`config.mk`:
```
export PLATFORM = sky130hd
export DESIGN_NAME = vc_burst_seq
export DESIGN_NICKNAME = d
export VERILOG_FILES = /design/src/rtl/vc_pkg.sv /design/src/rtl/vc_rr_arb.sv /design/src/rtl/vc_desc_upd.sv /design/src/rtl/vc_burst_seq.sv
export SDC_FILE = /design/constraint.sdc
export NUM_CORES = 1
export LEC_CHECK = 0
export ABC_AREA = 1
export BUFFER_PORTS_ARGS = -buffer_cell sky130_fd_sc_hd__buf_2
export CORE_AREA = 2 2 137 139
export DETAILED_ROUTE_END_ITERATION = 8
export DIE_AREA = 0 0 139 141
export HOLD_SLACK_MARGIN = 0.1
export PLACE_DENSITY = 0.75
export SYNTH_ARGS = -nofsm -noshare
export SYNTH_HDL_FRONTEND = slang
export SYNTH_SLANG_ARGS = --single-unit
```
`constraint.sdc`:
```
create_clock -name clk_i -period 3.97 [get_ports clk_i]
set_input_delay 0.794 -clock clk_i [delete_from_list [all_inputs] [get_ports clk_i]]
set_output_delay 0.794 -clock clk_i [all_outputs]
set_load 0.02 [all_outputs]
```
`src/rtl/vc_pkg.sv`:
```
package vc_pkg;
  typedef enum logic [2:0] {
    ST_IDLE,
    ST_DRD0,
    ST_DRD1,
    ST_DATA,
    ST_WB
  } vc_state_e;
endpackage

```
`src/rtl/vc_rr_arb.sv`:
```
module vc_rr_arb #(
  parameter int N  = 4,
  parameter int IW = 2
) (
  input  logic          clk_i,
  input  logic          rst_ni,
  input  logic [N-1:0]  req_i,
  input  logic          take_i,
  output logic          any_o,
  output logic [IW-1:0] idx_o
);
  logic [IW-1:0] last_q;

  // scan from farthest to nearest so the nearest requester wins
  always_comb begin
    any_o = 1'b0;
    idx_o = '0;
    for (int k = N; k >= 1; k--) begin
      int c;
      c = int'(last_q) + k;
      if (c >= N) c = c - N;
      if (req_i[c]) begin
        any_o = 1'b1;
        idx_o = IW'(c);
      end
    end
  end

  always_ff @(posedge clk_i or negedge rst_ni) begin
    if (!rst_ni)     last_q <= IW'(N - 1);
    else if (take_i) last_q <= idx_o;
  end
endmodule

```
`src/rtl/vc_desc_upd.sv`:
```
module vc_desc_upd #(
  parameter int STEP = 16
) (
  input  logic [31:0] w0_i,
  input  logic [31:0] w1_i,
  output logic [31:0] w1_o
);
  logic [12:0] nxt;

  always_comb begin
    nxt = {1'b0, w1_i[11:0]} + 13'(STEP);
    if (nxt > {1'b0, w0_i[11:0]}) w1_o = {w1_i[31:13], ~w1_i[12], 12'h000};
    else                          w1_o = {w1_i[31:12], nxt[11:0]};
  end
endmodule

```
`src/rtl/vc_burst_seq.sv`:
```
module vc_burst_seq #(
  parameter int NUM_CH    = 4,
  parameter int BURST_LEN = 4,
  parameter int AW        = 32,
  parameter int DW        = 32,
  localparam int CH_W     = (NUM_CH > 1) ? $clog2(NUM_CH) : 1,
  localparam int BT_W     = $clog2(BURST_LEN + 1)
) (
  input  logic              clk_i,
  input  logic              rst_ni,
  input  logic              base_wr_i,
  input  logic [AW-1:0]     base_addr_i,
  input  logic [NUM_CH-1:0] ch_push_i,
  input  logic [NUM_CH-1:0] buf_full_i,
  input  logic [NUM_CH-1:0] buf_empty_i,
  input  logic [DW-1:0]     buf_rdata_i,
  output logic              buf_pop_o,
  output logic              buf_push_o,
  output logic [DW-1:0]     buf_wdata_o,
  output logic [CH_W-1:0]   sel_ch_o,
  output logic              bus_req_o,
  output logic              bus_rd_o,
  output logic              bus_wr_o,
  output logic [AW-1:0]     bus_addr_o,
  output logic [DW-1:0]     bus_wdata_o,
  input  logic              bus_gnt_i,
  input  logic              bus_err_i,
  input  logic [DW-1:0]     bus_rdata_i,
  output logic [NUM_CH-1:0] err_o,
  output logic              done_o
);
  import vc_pkg::*;

  localparam int STEP = BURST_LEN * 4;

  vc_state_e         state_q;
  logic [CH_W-1:0]   ch_q;
  logic [31:0]       w0_q, w1_q, w1_upd;
  logic [BT_W-1:0]   beat_q;
  logic [NUM_CH-1:0] err_q;
  logic              done_q;
  logic [AW-1:0]     base_q;
  logic              base_set_q;

  logic [NUM_CH-1:0] need;
  logic              any_need, take, push_cur, beat_ok, beat_bad;
  logic [CH_W-1:0]   pick;
  logic [AW-1:0]     desc_addr, data_addr;

  assign need     = (ch_push_i & buf_full_i) | (~ch_push_i & buf_empty_i);
  assign take     = (state_q == ST_IDLE) && base_set_q && any_need;
  assign push_cur = ch_push_i[ch_q];
  assign beat_ok  = bus_req_o && bus_gnt_i && !bus_err_i;
  assign beat_bad = bus_req_o && bus_gnt_i && bus_err_i;

  vc_rr_arb #(.N(NUM_CH), .IW(CH_W)) u_arb (
    .clk_i  (clk_i),
    .rst_ni (rst_ni),
    .req_i  (need),
    .take_i (take),
    .any_o  (any_need),
    .idx_o  (pick)
  );

  vc_desc_upd #(.STEP(STEP)) u_upd (
    .w0_i (w0_q),
    .w1_i (w1_q),
    .w1_o (w1_upd)
  );

  assign desc_addr = base_q + AW'({ch_q, 3'b000});
  assign data_addr = AW'({w0_q[31:12], w1_q[11:0]}) + AW'({beat_q, 2'b00});

  always_ff @(posedge clk_i or negedge rst_ni) begin
    if (!rst_ni) begin
      state_q    <= ST_IDLE;
      ch_q       <= '0;
      w0_q       <= '0;
      w1_q       <= '0;
      beat_q     <= '0;
      err_q      <= '0;
      done_q     <= 1'b0;
      base_q     <= '0;
      base_set_q <= 1'b0;
    end else begin
      done_q <= 1'b0;
      if (base_wr_i) begin
        base_q     <= base_addr_i;
        base_set_q <= 1'b1;
      end
      if (beat_bad) begin
        err_q[ch_q] <= 1'b1;
        state_q     <= ST_IDLE;
      end else begin
        unique case (state_q)
          ST_IDLE: if (take) begin
            ch_q    <= pick;
            state_q <= ST_DRD0;
          end
          ST_DRD0: if (beat_ok) begin
            w0_q    <= bus_rdata_i;
            state_q <= ST_DRD1;
          end
          ST_DRD1: if (beat_ok) begin
            w1_q    <= bus_rdata_i;
            beat_q  <= '0;
            state_q <= ST_DATA;
          end
          ST_DATA: if (beat_ok) begin
            beat_q <= beat_q + 1'b1;
            if (beat_q == BT_W'(BURST_LEN - 1)) state_q <= ST_WB;
          end
          ST_WB: if (beat_ok) begin
            err_q[ch_q] <= 1'b0;
            done_q      <= 1'b1;
            state_q     <= ST_IDLE;
          end
          default: state_q <= ST_IDLE;
        endcase
      end
    end
  end

  always_comb begin
    bus_addr_o  = '0;
    bus_wdata_o = '0;
    unique case (state_q)
      ST_DRD0: bus_addr_o = desc_addr;
      ST_DRD1: bus_addr_o = desc_addr + AW'(4);
      ST_DATA: begin
        bus_addr_o = data_addr;
        if (push_cur) bus_wdata_o = buf_rdata_i;
      end
      ST_WB: begin
        bus_addr_o  = desc_addr + AW'(4);
        bus_wdata_o = DW'(w1_upd);
      end
      default: ;
    endcase
  end

  assign bus_req_o   = (state_q != ST_IDLE);
  assign bus_rd_o    = (state_q == ST_DRD0) || (state_q == ST_DRD1) ||
                       ((state_q == ST_DATA) && !push_cur);
  assign bus_wr_o    = (state_q == ST_WB) || ((state_q == ST_DATA) && push_cur);
  assign buf_pop_o   = (state_q == ST_DATA) && push_cur && beat_ok;
  assign buf_push_o  = (state_q == ST_DATA) && !push_cur && beat_ok;
  assign buf_wdata_o = bus_rdata_i;
  assign sel_ch_o    = ch_q;
  assign err_o       = err_q;
  assign done_o      = done_q;
endmodule

```
==> qor.yml <==
fin_crit_sh_pct: 97.1
finalPower_mw: 6.32
die_h_um: 141
cts_hold_buf: 0
dp_slack_ns: 0.224
startpoint_type: "flop"
required_ns: 3.18
cp.arrival_ns: 3.06
drtAntennaViolNets: 0
post_synth.cell_area_avg_um2: 6.64
track_usage_pct: 26.0
post-route-util_pct: 57.2
slew_headroom_pct: 33.9
ff2ff_path_depth: 8
clk_latency_ns: 0.36
cts_tree: "done"
core-area_mm2: 0.0183
synth_nets: 1475
critPathKind: "flop to primary output"
cts.sinks: 112
numCtsBuffers: 9
wl_um: 26200
grt_antenna_before_repair: 0
clock_skew_ns: 0.00509
end_kind: "primary output"
syn_inst: 1339
root_buffer: "clkbuf_16"
boundaryPins: 221
min_from: "base_set_q"
cts_max_level: 3
final_hold_viol_count: 0
ys_seq_elements: 112
firstDrtPassIters: 6
avgRoutedWirePerCell_um: 14.9
ctsLongestPathBuffers: 2
post-dp-hpwl_um: 20500
area_growth_pct: 17.5
place.gp.congestion: 0.951
drc: 0
r2r_end: "w1_q[29]"
drive_gt1_share_pct: 23.5
yosysSeqAreaShare_pct: 31.5
drt_iter0_markers: 660
rr_startpoint: "state_q[2]"
finalNetCount: 1652
fillers: 1819
die-area_mm2: 0.0196
drv_cap: 0
peakVddDrop_v: 0.000338
place_inst: 1732
syn_area_mm2: 0.00889
ys_warn_count: 0
status: "finished clean"
hold_class: "flop to flop"
synth_cell_types: 44
fin_area_mm2: 0.0105
rows: 50
final_cells: 1755
clk_pin_slew_worst_paths_ns: 0.08
min_path_cells: 1
routed_via_density: 5.32
place_area_mm2: 0.00998
io_buffers: 220
num_vias: 9345
fin_crit_ns: 3.85
leakage_nw: 5.36
cp_max_fo: 5
die_x_um: 139
setup_ws_ns: 0.117
timing.fmax_mhz: 260
finalSetupViolCount: 0
power_density_mw_per_mm2: 605
rrSetupSlack_ns: 1.49
slew_viol_final: 0
hold_end: "base_set_q"
max_slew.worst_pin.slew_ns: 0.988
diodes: 0
initial_core_util_pct: 48.7
synth_top_flop_cell: "dfrtp_1"
grt_pass1_vias: 8429
async_flop_share_pct: 100
grt.overflow.total: 0
rsz0062_at_grt: "true"
grt_max_degree: 65
synth_edf_count: 0
grt_pass1_wl_um: 41700
## worst max path at each step
stage,cells after the start,to,from
2_1_floorplan,15,bus_wdata_o[6],w1_q[5]
3_3_place_gp,16,bus_wdata_o[8],w1_q[4]
3_5_place_dp,16,bus_wdata_o[8],w1_q[4]
4_1_cts,14,bus_addr_o[23],sel_ch_o[0]
5_1_grt,15,bus_addr_o[26],sel_ch_o[0]
6_report,12,bus_addr_o[13],sel_ch_o[0]
## cell families (layout without fill, tap and decap cells)
kind of cell    count (synthesis)  count (layout)  synth area share [%]
flops                         112             112                  31.5
fa+ha+maj                      23              23                  3.40
buf+inv                       254             436                  12.3
simple gates                  713             713                  36.5
compound gates                222             222                  14.8
xor+xnor                       11              11                  1.08
mux                             4               4                 0.506
## metrics by stage
step           hold WS (ns)  TNS (ns)
4_1_cts               0.484         0
6_report              0.484         0
2_1_floorplan         0.440         0
5_1_grt               0.498    -0.194
3_5_place_dp          0.458         0
3_3_place_gp          0.455         0
## cells in the mapped netlist, types with 5 or more instances
library cell | count | area (um^2)
a21oi_1 | 14 | 70.1
a32o_1 | 19 | 190
buf_4 | 33 | 248
clkbuf_1 | 31 | 116
dfrtp_1 | 110 | 2750
ha_1 | 21 | 263
inv_1 | 181 | 679
nand2_1 | 366 | 1370
nand2_2 | 25 | 156
nand2_4 | 6 | 67.6
nand3_1 | 120 | 601
nand3_2 | 5 | 50.1
nand4_1 | 20 | 125
nor2_1 | 107 | 402
nor2_2 | 15 | 93.8
nor2_4 | 12 | 135
nor3_1 | 15 | 75.1
o211ai_1 | 7 | 52.6
o21ai_0 | 151 | 756
o21bai_1 | 6 | 45.0
o221ai_1 | 9 | 78.8
or2_2 | 13 | 81.3
xor2_1 | 10 | 87.6
## layer usage
| layer | wire, um | vias up | global-route usage, % | part of all wire (%) |
|---|---|---|---|---|
| met1 | 11600 | 4308 | 34.6 | 44 |
| met2 | 12500 | 304 | 44.4 | 48 |
| li1 | - | 4690 | - | - |
| met4 | 667 | 0 | 8.56 | 2.5 |
| met3 | 1390 | 43 | 3.19 | 5.3 |
| met5 | 0 | - | 0 | 0 |
## final cells by class
class	instances	area, um^2	area share, %
inverter	186	698	6.68
tap	234	293	2.80
clock buffer	10	229	2.19
sequential	112	2810	26.9
timing repair buffer	234	1230	11.7
multi-input combinational	973	5130	49.1
clock inverter	6	63.8	0.611
## timing repair
item	CTS	global route
endpoints found under the setup margin	22	29
hold endpoints to repair	0	0
pin swaps	0	11
gates resized for setup	7	30
setup buffers	1	6
cloned	0	0
## layout by cell type, fill, tap and decap left out, drive strengths merged, types with 3 or more instances in the layout
cell    netlist  final
inv         185    187
o221ai        9      9
xor2         10     10
o22ai         3      3
nand4        20     20
o211ai        8      8
a21oi        14     14
nor4          3      3
buf          36    234
or2          13     13
mux2          4      4
o21bai        6      6
o31ai         3      3
o21ai       153    153
clkbuf       32     10
nand2       397    397
clkinv        1      4
a22oi         4      4
ha           21     21
nor2        135    135
nand3       125    125
nor3         17     17
a32o         19     19
dfrtp       110    110
## worst max-delay path, stage by stage (launching register included)
cell and delay [ns]:
dfrtp_2 0.44, ha_4 0.19, fa_2 0.59, nand3_2 0.11, nor2_2 0.13, nand3_2 0.11
nor2_4 0.15, nand2_2 0.12, nor2_8 0.15, buf_4 0.13, a21oi_1 0.05, o221ai_1 0.29
buf_2 0.23
## power breakdown
part	internal, mW	switching [mW]
sequential	1.55	0.415
combinational	1.18	2.26
clock	0.444	0.468
## registers in the layout, summed over array words and instances, names as in the netlist, 2 cells and up, named ones only
| register | flops |
|---|---|
| base_q | 32 |
| sel_ch_o | 2 |
| beat_q | 3 |
| w0_q | 32 |
| u_arb.last_q | 2 |
| w1_q | 32 |
| state_q | 3 |
(Power assumes the default switching activity.)
